--- config.mk ---
export PLATFORM = sky130hd
export DESIGN_NAME = bert_core
export DESIGN_NICKNAME = d
export VERILOG_FILES = /design/src/rtl/bert_pkg.sv /design/src/rtl/bert_gen.sv /design/src/rtl/bert_chk.sv /design/src/rtl/bert_core.sv
export SDC_FILE = /design/constraint.sdc
export NUM_CORES = 1
export LEC_CHECK = 0
export ABC_AREA = 1
export ABC_CLOCK_PERIOD_IN_PS = 2800
export CAP_MARGIN = 20
export CORE_UTILIZATION = 45
export DETAILED_ROUTE_END_ITERATION = 8
export DONT_BUFFER_PORTS = 1
export PLACE_DENSITY_LB_ADDON = 0.3
export SLEW_MARGIN = 5
export SYNTH_ARGS = -nofsm -noshare
export SYNTH_HDL_FRONTEND = slang
export SYNTH_SLANG_ARGS = --single-unit
--- constraint.sdc ---
create_clock -name clk -period 2.8 [get_ports clk]
set_clock_uncertainty 0.2 [all_clocks]
set_input_delay 0.42 -clock clk [delete_from_list [all_inputs] [get_ports clk]]
set_output_delay 0.42 -clock clk [all_outputs]
set_load 0.05 [all_outputs]
--- src/rtl/bert_pkg.sv ---
package bert_pkg;
    localparam int SR_W  = 32;
    localparam int IDX_W = 5;

    function automatic logic is_rep(input logic [2:0] sel);
        return sel >= 3'd5;
    endfunction

    // index of the older feedback tap in the history register
    function automatic logic [IDX_W-1:0] tap_hi(input logic [2:0] sel);
        case (sel)
            3'd1:    return 5'd10;
            3'd2:    return 5'd14;
            3'd3:    return 5'd19;
            3'd4:    return 5'd22;
            default: return 5'd6;
        endcase
    endfunction

    function automatic logic [IDX_W-1:0] tap_lo(input logic [2:0] sel);
        case (sel)
            3'd1:    return 5'd8;
            3'd2:    return 5'd13;
            3'd3:    return 5'd16;
            3'd4:    return 5'd17;
            default: return 5'd5;
        endcase
    endfunction

    // last index of the repeated word: length 17 + code
    function automatic logic [IDX_W-1:0] rep_last(input logic [3:0] code);
        return {1'b0, code} + 5'd16;
    endfunction
endpackage

--- src/rtl/bert_gen.sv ---
module bert_gen
    import bert_pkg::*;
#(
    parameter int DIGITS = 7
) (
    input  logic            clk,
    input  logic            rst_n,
    input  logic [2:0]      pat_sel,
    input  logic [3:0]      len_code,
    input  logic [SR_W-1:0] rep_word,
    input  logic [2:0]      rate_sel,
    input  logic            tx_inv,
    input  logic            err_inject,
    input  logic            tx_en,
    output logic            tx_data
);
    typedef struct packed {
        logic [SR_W-1:0]         sreg;
        logic [IDX_W-1:0]        idx;
        logic [2:0]              pat;
        logic [2:0]              rate;
        logic                    pend;
        logic                    tx;
        logic [DIGITS-1:0][3:0]  digits;
    } gen_t;

    gen_t q, d;

    logic                   rate_chg;
    logic [DIGITS-1:0][3:0] base_dg;
    logic [DIGITS-1:0]      nine_v;
    logic [DIGITS-1:0]      need_v;

    assign rate_chg = (rate_sel != q.rate);
    assign base_dg  = rate_chg ? '0 : q.digits;

    for (genvar g = 0; g < DIGITS; g++) begin : g_digit
        assign nine_v[g] = (base_dg[g] == 4'd9);
        assign need_v[g] = (g < int'(rate_sel));
    end

    logic fb, nb, auto_flip, carry;
    logic [DIGITS-1:0][3:0] dg;

    always_comb begin
        d         = q;
        dg        = base_dg;
        d.rate    = rate_sel;
        fb        = q.sreg[tap_hi(q.pat)] ^ q.sreg[tap_lo(q.pat)];
        nb        = is_rep(q.pat) ? rep_word[q.idx] : fb;
        auto_flip = (rate_sel != 3'd0) && (&(nine_v | ~need_v));
        carry     = 1'b1;
        if (pat_sel != q.pat) begin
            d.pat  = pat_sel;
            d.sreg = '1;
            d.idx  = '0;
        end else if (tx_en) begin
            d.sreg = {q.sreg[SR_W-2:0], fb};
            d.idx  = (q.idx >= rep_last(len_code)) ? '0 : q.idx + 5'd1;
            d.tx   = nb ^ tx_inv ^ (auto_flip | q.pend);
            d.pend = 1'b0;
            for (int i = 0; i < DIGITS; i++) begin
                if (carry) begin
                    if (dg[i] == 4'd9) begin
                        dg[i] = 4'd0;
                    end else begin
                        dg[i] = dg[i] + 4'd1;
                        carry = 1'b0;
                    end
                end
            end
        end
        if (err_inject) d.pend = 1'b1;
        d.digits = dg;
    end

    always_ff @(posedge clk or negedge rst_n) begin
        if (!rst_n) begin
            q      <= '0;
            q.sreg <= '1;
        end else begin
            q <= d;
        end
    end

    assign tx_data = q.tx;

    // output frozen while no bit is requested
    a_r4_tx_hold: assert property (@(posedge clk) disable iff (!rst_n)
        !tx_en |=> $stable(tx_data));
    // the history never collapses to the all-zero lock-up state
    a_r2_history_live: assert property (@(posedge clk) disable iff (!rst_n)
        q.sreg != '0);
    // a pending single flip is spent by the next transmitted bit
    a_r6_pend_spent: assert property (@(posedge clk) disable iff (!rst_n)
        (q.pend && tx_en && !err_inject && pat_sel == q.pat) |=> !q.pend);
endmodule

--- src/rtl/bert_chk.sv ---
module bert_chk
    import bert_pkg::*;
#(
    parameter int BIT_W = 32,
    parameter int ERR_W = 24
) (
    input  logic             clk,
    input  logic             rst_n,
    input  logic [2:0]       pat_sel,
    input  logic [3:0]       len_code,
    input  logic             rx_inv,
    input  logic             rx_en,
    input  logic             rx_data,
    input  logic             resync,
    input  logic             cnt_load,
    input  logic             ovf_clr,
    output logic             in_sync,
    output logic             err_ovf,
    output logic [BIT_W-1:0] bit_hold,
    output logic [ERR_W-1:0] err_hold
);
    localparam int RUN_LOCK = 31;
    localparam int WIN_LEN  = 64;
    localparam int WIN_ERRS = 6;

    typedef struct packed {
        logic [SR_W-1:0]  sreg;
        logic             sync;
        logic [5:0]       run;
        logic             wact;
        logic [6:0]       wcnt;
        logic [2:0]       werr;
        logic [BIT_W-1:0] bcnt;
        logic [ERR_W-1:0] ecnt;
        logic [BIT_W-1:0] bhold;
        logic [ERR_W-1:0] ehold;
        logic             ovf;
        logic [2:0]       pat;
    } chk_t;

    chk_t q, d;

    logic             rb, expb, mis, wa;
    logic [6:0]       wc;
    logic [2:0]       we;
    logic [BIT_W-1:0] bc;
    logic [ERR_W-1:0] ec;

    always_comb begin
        d    = q;
        rb   = rx_data ^ rx_inv;
        expb = is_rep(pat_sel) ? q.sreg[rep_last(len_code)]
                               : q.sreg[tap_hi(pat_sel)] ^ q.sreg[tap_lo(pat_sel)];
        mis  = rb ^ expb;
        bc   = q.bcnt;
        ec   = q.ecnt;
        wa   = q.wact | mis;
        wc   = q.wact ? q.wcnt + 7'd1 : 7'd1;
        we   = q.wact ? q.werr + {2'b00, mis} : {2'b00, mis};
        if (cnt_load) begin
            d.bhold = q.bcnt;
            d.ehold = q.ecnt;
            bc      = '0;
            ec      = '0;
        end
        if (ovf_clr) d.ovf = 1'b0;
        if (rx_en) begin
            if (!q.sync) begin
                d.sreg = {q.sreg[SR_W-2:0], rb};
                if (mis) begin
                    d.run = '0;
                end else if (q.run == 6'(RUN_LOCK)) begin
                    d.sync = 1'b1;
                    d.run  = '0;
                end else begin
                    d.run = q.run + 6'd1;
                end
            end else begin
                d.sreg = {q.sreg[SR_W-2:0], expb};
                bc     = bc + BIT_W'(1);
                if (mis) begin
                    ec = ec + ERR_W'(1);
                    if (ec == '0) d.ovf = 1'b1;
                end
                if (wa && we == 3'(WIN_ERRS)) begin
                    d.sync = 1'b0;
                    d.run  = '0;
                    d.wact = 1'b0;
                    d.wcnt = '0;
                    d.werr = '0;
                end else if (wa && wc == 7'(WIN_LEN)) begin
                    d.wact = 1'b0;
                    d.wcnt = '0;
                    d.werr = '0;
                end else if (wa) begin
                    d.wact = 1'b1;
                    d.wcnt = wc;
                    d.werr = we;
                end
            end
        end
        if (resync || pat_sel != q.pat) begin
            d.sync = 1'b0;
            d.run  = '0;
            d.wact = 1'b0;
            d.wcnt = '0;
            d.werr = '0;
            d.pat  = pat_sel;
        end
        d.bcnt = bc;
        d.ecnt = ec;
    end

    always_ff @(posedge clk or negedge rst_n) begin
        if (!rst_n) q <= '0;
        else        q <= d;
    end

    assign in_sync  = q.sync;
    assign err_ovf  = q.ovf;
    assign bit_hold = q.bhold;
    assign err_hold = q.ehold;

    // lock is only ever gained on a valid bit
    a_r8_lock_on_valid: assert property (@(posedge clk) disable iff (!rst_n)
        $rose(q.sync) |-> $past(rx_en));
    // idle lane leaves the bit counter alone
    a_r10_idle_frozen: assert property (@(posedge clk) disable iff (!rst_n)
        (!rx_en && !cnt_load) |=> $stable(q.bcnt));
    // no errors are counted out of lock
    a_r10_unlocked_no_err: assert property (@(posedge clk) disable iff (!rst_n)
        (!q.sync && !cnt_load) |=> $stable(q.ecnt));
    // holding outputs move only on a load
    a_r11_hold_stable: assert property (@(posedge clk) disable iff (!rst_n)
        !cnt_load |=> ($stable(bit_hold) && $stable(err_hold)));
    // a load on an idle lane leaves both counters at zero
    a_r11_load_clears: assert property (@(posedge clk) disable iff (!rst_n)
        (cnt_load && !rx_en) |=> (q.bcnt == '0 && q.ecnt == '0));
    // overflow flag is sticky until cleared
    a_r12_ovf_sticky: assert property (@(posedge clk) disable iff (!rst_n)
        (err_ovf && !ovf_clr) |=> err_ovf);
    // resync drops lock in the next cycle
    a_r13_resync_drop: assert property (@(posedge clk) disable iff (!rst_n)
        resync |=> !in_sync);
endmodule

--- src/rtl/bert_core.sv ---
module bert_core
    import bert_pkg::*;
#(
    parameter int BIT_W  = 32,
    parameter int ERR_W  = 24,
    parameter int DIGITS = 7
) (
    input  logic             clk,
    input  logic             rst_n,
    input  logic [2:0]       pat_sel,
    input  logic [3:0]       len_code,
    input  logic [31:0]      rep_word,
    input  logic [2:0]       rate_sel,
    input  logic             tx_inv,
    input  logic             rx_inv,
    input  logic             err_inject,
    input  logic             tx_en,
    output logic             tx_data,
    input  logic             rx_en,
    input  logic             rx_data,
    input  logic             resync,
    input  logic             cnt_load,
    input  logic             ovf_clr,
    output logic             in_sync,
    output logic             err_ovf,
    output logic [BIT_W-1:0] bit_hold,
    output logic [ERR_W-1:0] err_hold
);
    bert_gen #(.DIGITS(DIGITS)) u_gen (
        .clk        (clk),
        .rst_n      (rst_n),
        .pat_sel    (pat_sel),
        .len_code   (len_code),
        .rep_word   (rep_word),
        .rate_sel   (rate_sel),
        .tx_inv     (tx_inv),
        .err_inject (err_inject),
        .tx_en      (tx_en),
        .tx_data    (tx_data)
    );

    bert_chk #(.BIT_W(BIT_W), .ERR_W(ERR_W)) u_chk (
        .clk      (clk),
        .rst_n    (rst_n),
        .pat_sel  (pat_sel),
        .len_code (len_code),
        .rx_inv   (rx_inv),
        .rx_en    (rx_en),
        .rx_data  (rx_data),
        .resync   (resync),
        .cnt_load (cnt_load),
        .ovf_clr  (ovf_clr),
        .in_sync  (in_sync),
        .err_ovf  (err_ovf),
        .bit_hold (bit_hold),
        .err_hold (err_hold)
    );
endmodule

== After elaboration in Yosys (flattened, before gate mapping) ==
Cells that the tools add are included.
Operators by class
  eq/ne operators: 23
  bitwise logic cells: 11
  div/mod/pow operators: 0
  add/subtract/negate cells: 14
  reductions and logical operators: 16
  $lt $le $gt $ge: 16
  multiply operators: 0
  shift-type cells: 0
  multiplexer cells: 89
Operators with widths (count)
  24-bit 2-to-1 mux: 4
  32-bit 2-to-1 mux: 3
  28-bit 2-to-1 mux: 3
  5-bit case mux with 4 select lines: 4
  37-bit 2-to-1 mux: 2
  4-bit 2-to-1 mux: 13
  11-bit 2-to-1 mux: 4
  1-bit 2-to-1 mux: 39
  5-bit by 6-bit < comparator with 1-bit output, second input constant: 6
  18-bit 2-to-1 mux: 2
  32-bit by 1-bit adder with 32-bit output, second input constant: 1
  1-bit binary-select mux with 5-bit select: 6
  4-bit by 1-bit adder with 4-bit output, second input constant: 7
  4-bit == test, second input constant: 7
  24-bit by 1-bit adder with 24-bit output, second input constant: 1
  24-bit zero test: 1
  7-bit 2-to-1 mux: 2
  3-bit by 2-bit == test with 1-bit output, second input constant: 4
  6-bit 2-to-1 mux: 2
  3-bit == test, second input constant: 3
  3-bit < comparator, first input constant: 3
  3-bit != test: 3
  8-bit 2-to-1 mux: 1
  2-bit nonzero test: 4
  other kinds (29): 44
Storage, ports and cells
  memories kept: 0
  word-level logic and storage cells: 194
  bits in registers: 239
  bits in latches: 0
  RAM bits: 0
  output and inout bits: 59
  bits in read-only memories: 0

== Longest topological paths before layout ==
  word-level depth: 24
  gate-level depth with buffers: 23
  mapped depth without buffers: 22

== Modules after synthesis ==
From an unflattened synthesis, not the netlist that was laid out.
Second synthesis, totals
  cells, all modules: 1665
  area, all modules: 12948.7 sq um
Modules (own cells, without submodules)
  bert_chk: seq. area each 4154.0 sq um, cells an instance 1097, instances 1, area an instance 8812.2 sq um
  bert_gen: seq. area each 1630.3 sq um, cells an instance 568, instances 1, area an instance 4136.5 sq um

== Least setup slack after synthesis ==
No wires, ideal clock.
  kind: in2reg
  start point: input port pat_sel[2]
  end point: register u_chk.q[127] in the netlist's numbering
  path buffers: 1
  arrival time: 2.529 ns
  slack: -0.045 ns
  stages: 23
  required time: 2.483 ns
  path through: buf_2 inv_4 nand2_1 nand2_1 nand2_1 nand2_1 nand2_1 nor2_1 nand2_1 nand3_1 nand2_1 nand2_1 nand2_2 nor2_1 ha_1 nand2_1 nand2_1 nor3b_1 nand3_2 nand3_2 nand2_1 nand2_1 nand2_1
Between the ends
  cells in the longest elaborated chain, start to end: 13
  elaborated cells between the ends (all ways): 28
Ends and longest elaborated chain
  from (decl): RTL line bert_core.sv:10  | input logic [2:0] pat_sel,
  3-bit == test, or another cell as far along: RTL line bert_pkg.sv:11, bert_pkg.sv:21
  5-bit case mux with 4 select lines (on tied branches): RTL line bert_pkg.sv:11, bert_pkg.sv:21
  1-bit binary-select mux with 5-bit select: RTL line bert_chk.sv:53  | : q.sreg[tap_hi(pat_sel)] ^ q.sreg[tap_lo(pat_sel)];
  1-bit 2-to-1 mux (not written as such): RTL line bert_chk.sv:53
  1-bit bitwise XOR: RTL line bert_chk.sv:53
  1-bit 2-to-1 mux: RTL line bert_chk.sv:52  | expb = is_rep(pat_sel) ? q.sreg[rep_last(len_code)]
  1-bit bitwise XOR: RTL line bert_chk.sv:54  | mis = rb ^ expb;
  3-bit by 1-bit adder with 3-bit output: RTL line bert_chk.sv:59  | we = q.wact ? q.werr + {2'b00, mis} : {2'b00, mis};
  3-bit 2-to-1 mux: RTL line bert_chk.sv:59
  3-bit == test: RTL line bert_chk.sv:85  | if (wa && we == 3'(WIN_ERRS)) begin
  1-bit logical AND: RTL line bert_chk.sv:85
  3-bit != test (no source line)
  2-bit AND reduction (no source line)
  to (signal assigned): RTL line bert_chk.sv:115  | if (!rst_n) q <= '0;
  to (signal assigned): RTL line bert_chk.sv:116  | else q <= d;
  to (decl): RTL line bert_chk.sv:41  | chk_t q, d;
Parallel ways exist; a longest one is shown, timed or not. The select of a mux whose other input is x is not followed.
A chain may end at the register's enable or synchronous reset.

== Worst setup path after layout ==
  start point: register u_chk.q[153] in the netlist's numbering
  end point: register u_chk.q[128] in the netlist's numbering
Between the ends
  cells in the longest elaborated chain, start to end: 11
  elaborated cells between the ends (all ways): 20
Ends and longest elaborated chain (RTL line)
  1-bit binary-select mux with 5-bit select: bert_chk.sv:53
  1-bit 2-to-1 mux (not written as such): bert_chk.sv:53
  1-bit bitwise XOR: bert_chk.sv:53
  1-bit 2-to-1 mux *: bert_chk.sv:52
  1-bit bitwise XOR *: bert_chk.sv:54
  3-bit by 1-bit adder with 3-bit output: bert_chk.sv:59
  3-bit 2-to-1 mux: bert_chk.sv:59
  3-bit == test: bert_chk.sv:85
  1-bit logical AND: bert_chk.sv:85
  3-bit != test (no source line)
  2-bit AND reduction (no source line)
Every way passes the cells marked *; elsewhere a longest branch is shown, timed or not. The select of a mux whose other input is x is not followed.

==> impl_metrics.toml <==
[clock_tree]
cts_buffers = 26
cts_root_buffer = "clkbuf_16"
htreeDepth = 1
cts.sinks = 230
path_clk_slew_ns = 0.06
insertion_delay_ns = 0.53
cts_tree = "yes"
postCtsHoldBufs = 13
clk_path_buf_depth = 3

[synth]
synth.most_common_cell = "nand2_1"
ys_seq_elements = 230
syn_area_per_cell_sq_um = 7.76
ys_warn_count = 0
synthTopCellsByArea = "dfrtp_1 41%, nand2_1 12%, inv_1 6.4%"
yosys.area.top_type_share = 0.412
synth-main-ff-cell = "dfrtp_1"
synth_area_sq_mm = 0.0126
syn-num-nets = 1684
synth_edf_count = 0
yosys.area.top_type = "dfrtp_1"
yosys-top-cells-count = "392 x nand2_1, 215 x inv_1, 207 x dfrtp_1"
synth_cells = 1621
synth-seq-area-share = 0.460
synthArstFlopShare = 1.00
yosysUniqueCellTypes = 47

[setup_path]
path_cells = "inv_1, nand3_1, nand3_1, nand2_1, nand2_1, nand2_1, nand3_2, nand2_2, nand2_2, nand2_2, nor2_1, ha_1, nand2_1, nand2_1, nor3b_2, nand3_2, nand3_4, nand2_4, nand2_1, nand2_1"
cp.required_ns = 3.02
end_kind = "flip-flop"
cpPeakStageDelay_ns = 0.38
slowest_stage = "dfrtp_1"
critPathTopFamily = "simple AND/OR/NAND/NOR gates"
path_max_fanout = 7
arrival_ns = 2.81
cp-start-kind = "flip-flop"
worstSetupPathType = "flip-flop to flip-flop"
crit_top_cell = "nand2_1"
crit_buf_inv = 1

[drt]
drt_iter0_drc = 602
ant_nets = 0
wirelength_mm = 27.1
via_per_inst = 5.00
wl_per_cell_um = 13.7
vias = 9852
drt-pass1-iter-count = 5
drc = 0

[flow_run]
maxCapViolations = 0

[die]
core-area_sq_mm = 0.0272
dieArea_sq_mm = 0.0286
initial_core_util = 0.463
die_h_um = 169
die_w_um = 169
rows = 60
ios = 112

[sta]
finalSetupViolations = 0
finalCriticalPeriod_ns = 2.59
whs_ns = -0.615
max_slew_margin = 0.561
drv_slew = 0
fmax_mhz = 386
final.period_utilization = 0.925
worst_pin_slew_ns = 0.653
finalHoldViolCount = 230

[global_routing]
grt-ovfl-total = 0
grt_pass1_wl_mm = 45.3
antenna_found_initial = 0
gr-usage-all-layers = 0.192
grt_max_degree = 231
first_global_vias = 9269

[layout]
fin_nets = 1646
final_util = 0.503
antenna_cells = 0
stdcell_count = 1972
design_area_sq_mm = 0.0137
n_fill_cell = 2664
drive_above_1_share = 0.107
area_growth_pct = 8.71

[place]
placed_cell_area_sq_mm = 0.0126
gp_congestion = 0.883
post-dp-hpwl_mm = 18.7
io_buffers = 0
dp_cells = 1910

[pwr]
power_density_mw_per_mm2 = 528
peakVddDrop_v = 0.000369
p_leak_nw = 6.51

[run_status]
status = "finished with violations"
violations = "hold timing"

[hold_path]
worstHoldPathType = "input pin to asynchronous set/reset pin"
## layout by cell type (no fill, tap or decap), types with 3 or more instances in the layout
master	synthesis	final
dfrtp_1	207	207
nand2_2	11	13
nor4_1	8	8
nor2_4	11	11
o21a_1	4	4
a21oi_1	43	43
xnor2_1	14	14
inv_1	215	214
clkbuf_16	0	26
clkinv_4	0	3
o22ai_1	6	6
nor2_2	17	18
or2_2	3	3
dfstp_2	23	23
buf_4	60	31
o21bai_1	3	3
a22oi_1	23	23
nand2_1	392	388
nand3b_1	9	9
xor2_1	43	43
o21ai_0	111	108
nand3_2	5	6
o2111ai_1	4	4
nor3_2	4	3
o21ai_1	5	8
nand4_1	26	26
ha_1	10	10
nor2_1	150	149
nand2_4	1	3
clkbuf_1	28	6
inv_2	7	7
nor3_1	19	19
nand3_1	117	115
dlygate4sd3_1	0	11
buf_12	0	3
clkinv_2	0	5
## kinds of logic (layout without fill, tap and decap cells)
family | after synthesis | after routing | synth area share
buffers and inverters | 338 | 317 | 0.123
adder cells (fa/ha/maj) | 10 | 10 | 0.00995
AND/OR/NAND/NOR | 778 | 778 | 0.275
flip-flops | 230 | 230 | 0.460
multiplexers | 1 | 1 | 0.000895
AO/OA/AOI/OAI | 207 | 207 | 0.0921
XOR/XNOR | 57 | 57 | 0.0397
## worst paths after layout
| kind | start | end | slack [ns] | cells after the start |
|---|---|---|---|---|
| max in group asynchronous | rst_n | u_gen.q[57]$_DFFE_PN1P_ | 2.62 | 0 |
| min reg2reg | u_chk.q[130]$_DFFE_PN0P_ | u_chk.q[130]$_DFFE_PN0P_ | 0.27 | 2 |
| max | u_chk.q[153]$_DFFE_PN0P_ | u_chk.q[128]$_DFFE_PN0P_ | 0.21 | 20 |
| min | rst_n | u_gen.q[4]$_DFF_PN0_ | -0.61 | 0 |
| min in group clk | tx_inv | u_gen.tx_data$_DFFE_PN0P_ | 0.03 | 6 |
| max reg2reg | u_chk.q[153]$_DFFE_PN0P_ | u_chk.q[128]$_DFFE_PN0P_ | 0.21 | 20 |
## repair_timing
action | CTS | global route
setup buffers | 0 | 4
resized for setup | 0 | 15
endpoints found under the setup margin | 0 | 21
hold endpoints to repair | 331 | 230
## area by class of cell
| class | instances | area (sq um) | share of cell area |
|---|---|---|---|
| inverter | 225 | 848 | 0.0620 |
| tap | 372 | 465 | 0.0340 |
| multi-input combinational | 1053 | 5310 | 0.388 |
| sequential | 230 | 5780 | 0.423 |
| timing repair buffer | 47 | 442 | 0.0323 |
| clock inverter | 11 | 130 | 0.00951 |
| clock buffer | 34 | 701 | 0.0512 |
## layer usage
metal	vias to the layer above	track usage	wire, um
met5	-	0	0
met4	0	0.0454	545
met3	41	0.0326	1240
met2	171	0.298	12100
met1	4624	0.278	13200
li1	5016	-	-
## sequential cells by signal, indices dropped and copies added, names as in the netlist
signal / flops
u_chk.bit_hold: 32
u_chk.err_hold: 24
u_chk.err_ovf: 1
u_chk.in_sync: 1
u_chk.q: 108
u_gen.q: 63
u_gen.tx_data: 1
## report_power, final
group | switching, mW | internal, mW | leakage, nW
logic | 0.265 | 0.165 | 3.07
clock network | 1.36 | 1.95 | 0.405
registers | 0.0768 | 3.41 | 3.04
## metrics by stage
step	worst slack, ns	TNS, ns	total power, mW
after floorplan	0.0105	0	3.84
after global placement	0.134	0	3.90
after detailed placement	0.0257	0	3.91
after CTS	0.0903	0	7.31
after global routing	-0.0342	-0.265	7.52
final	0.210	0	7.22
No activity file was read; power rests on OpenSTA's default activity.
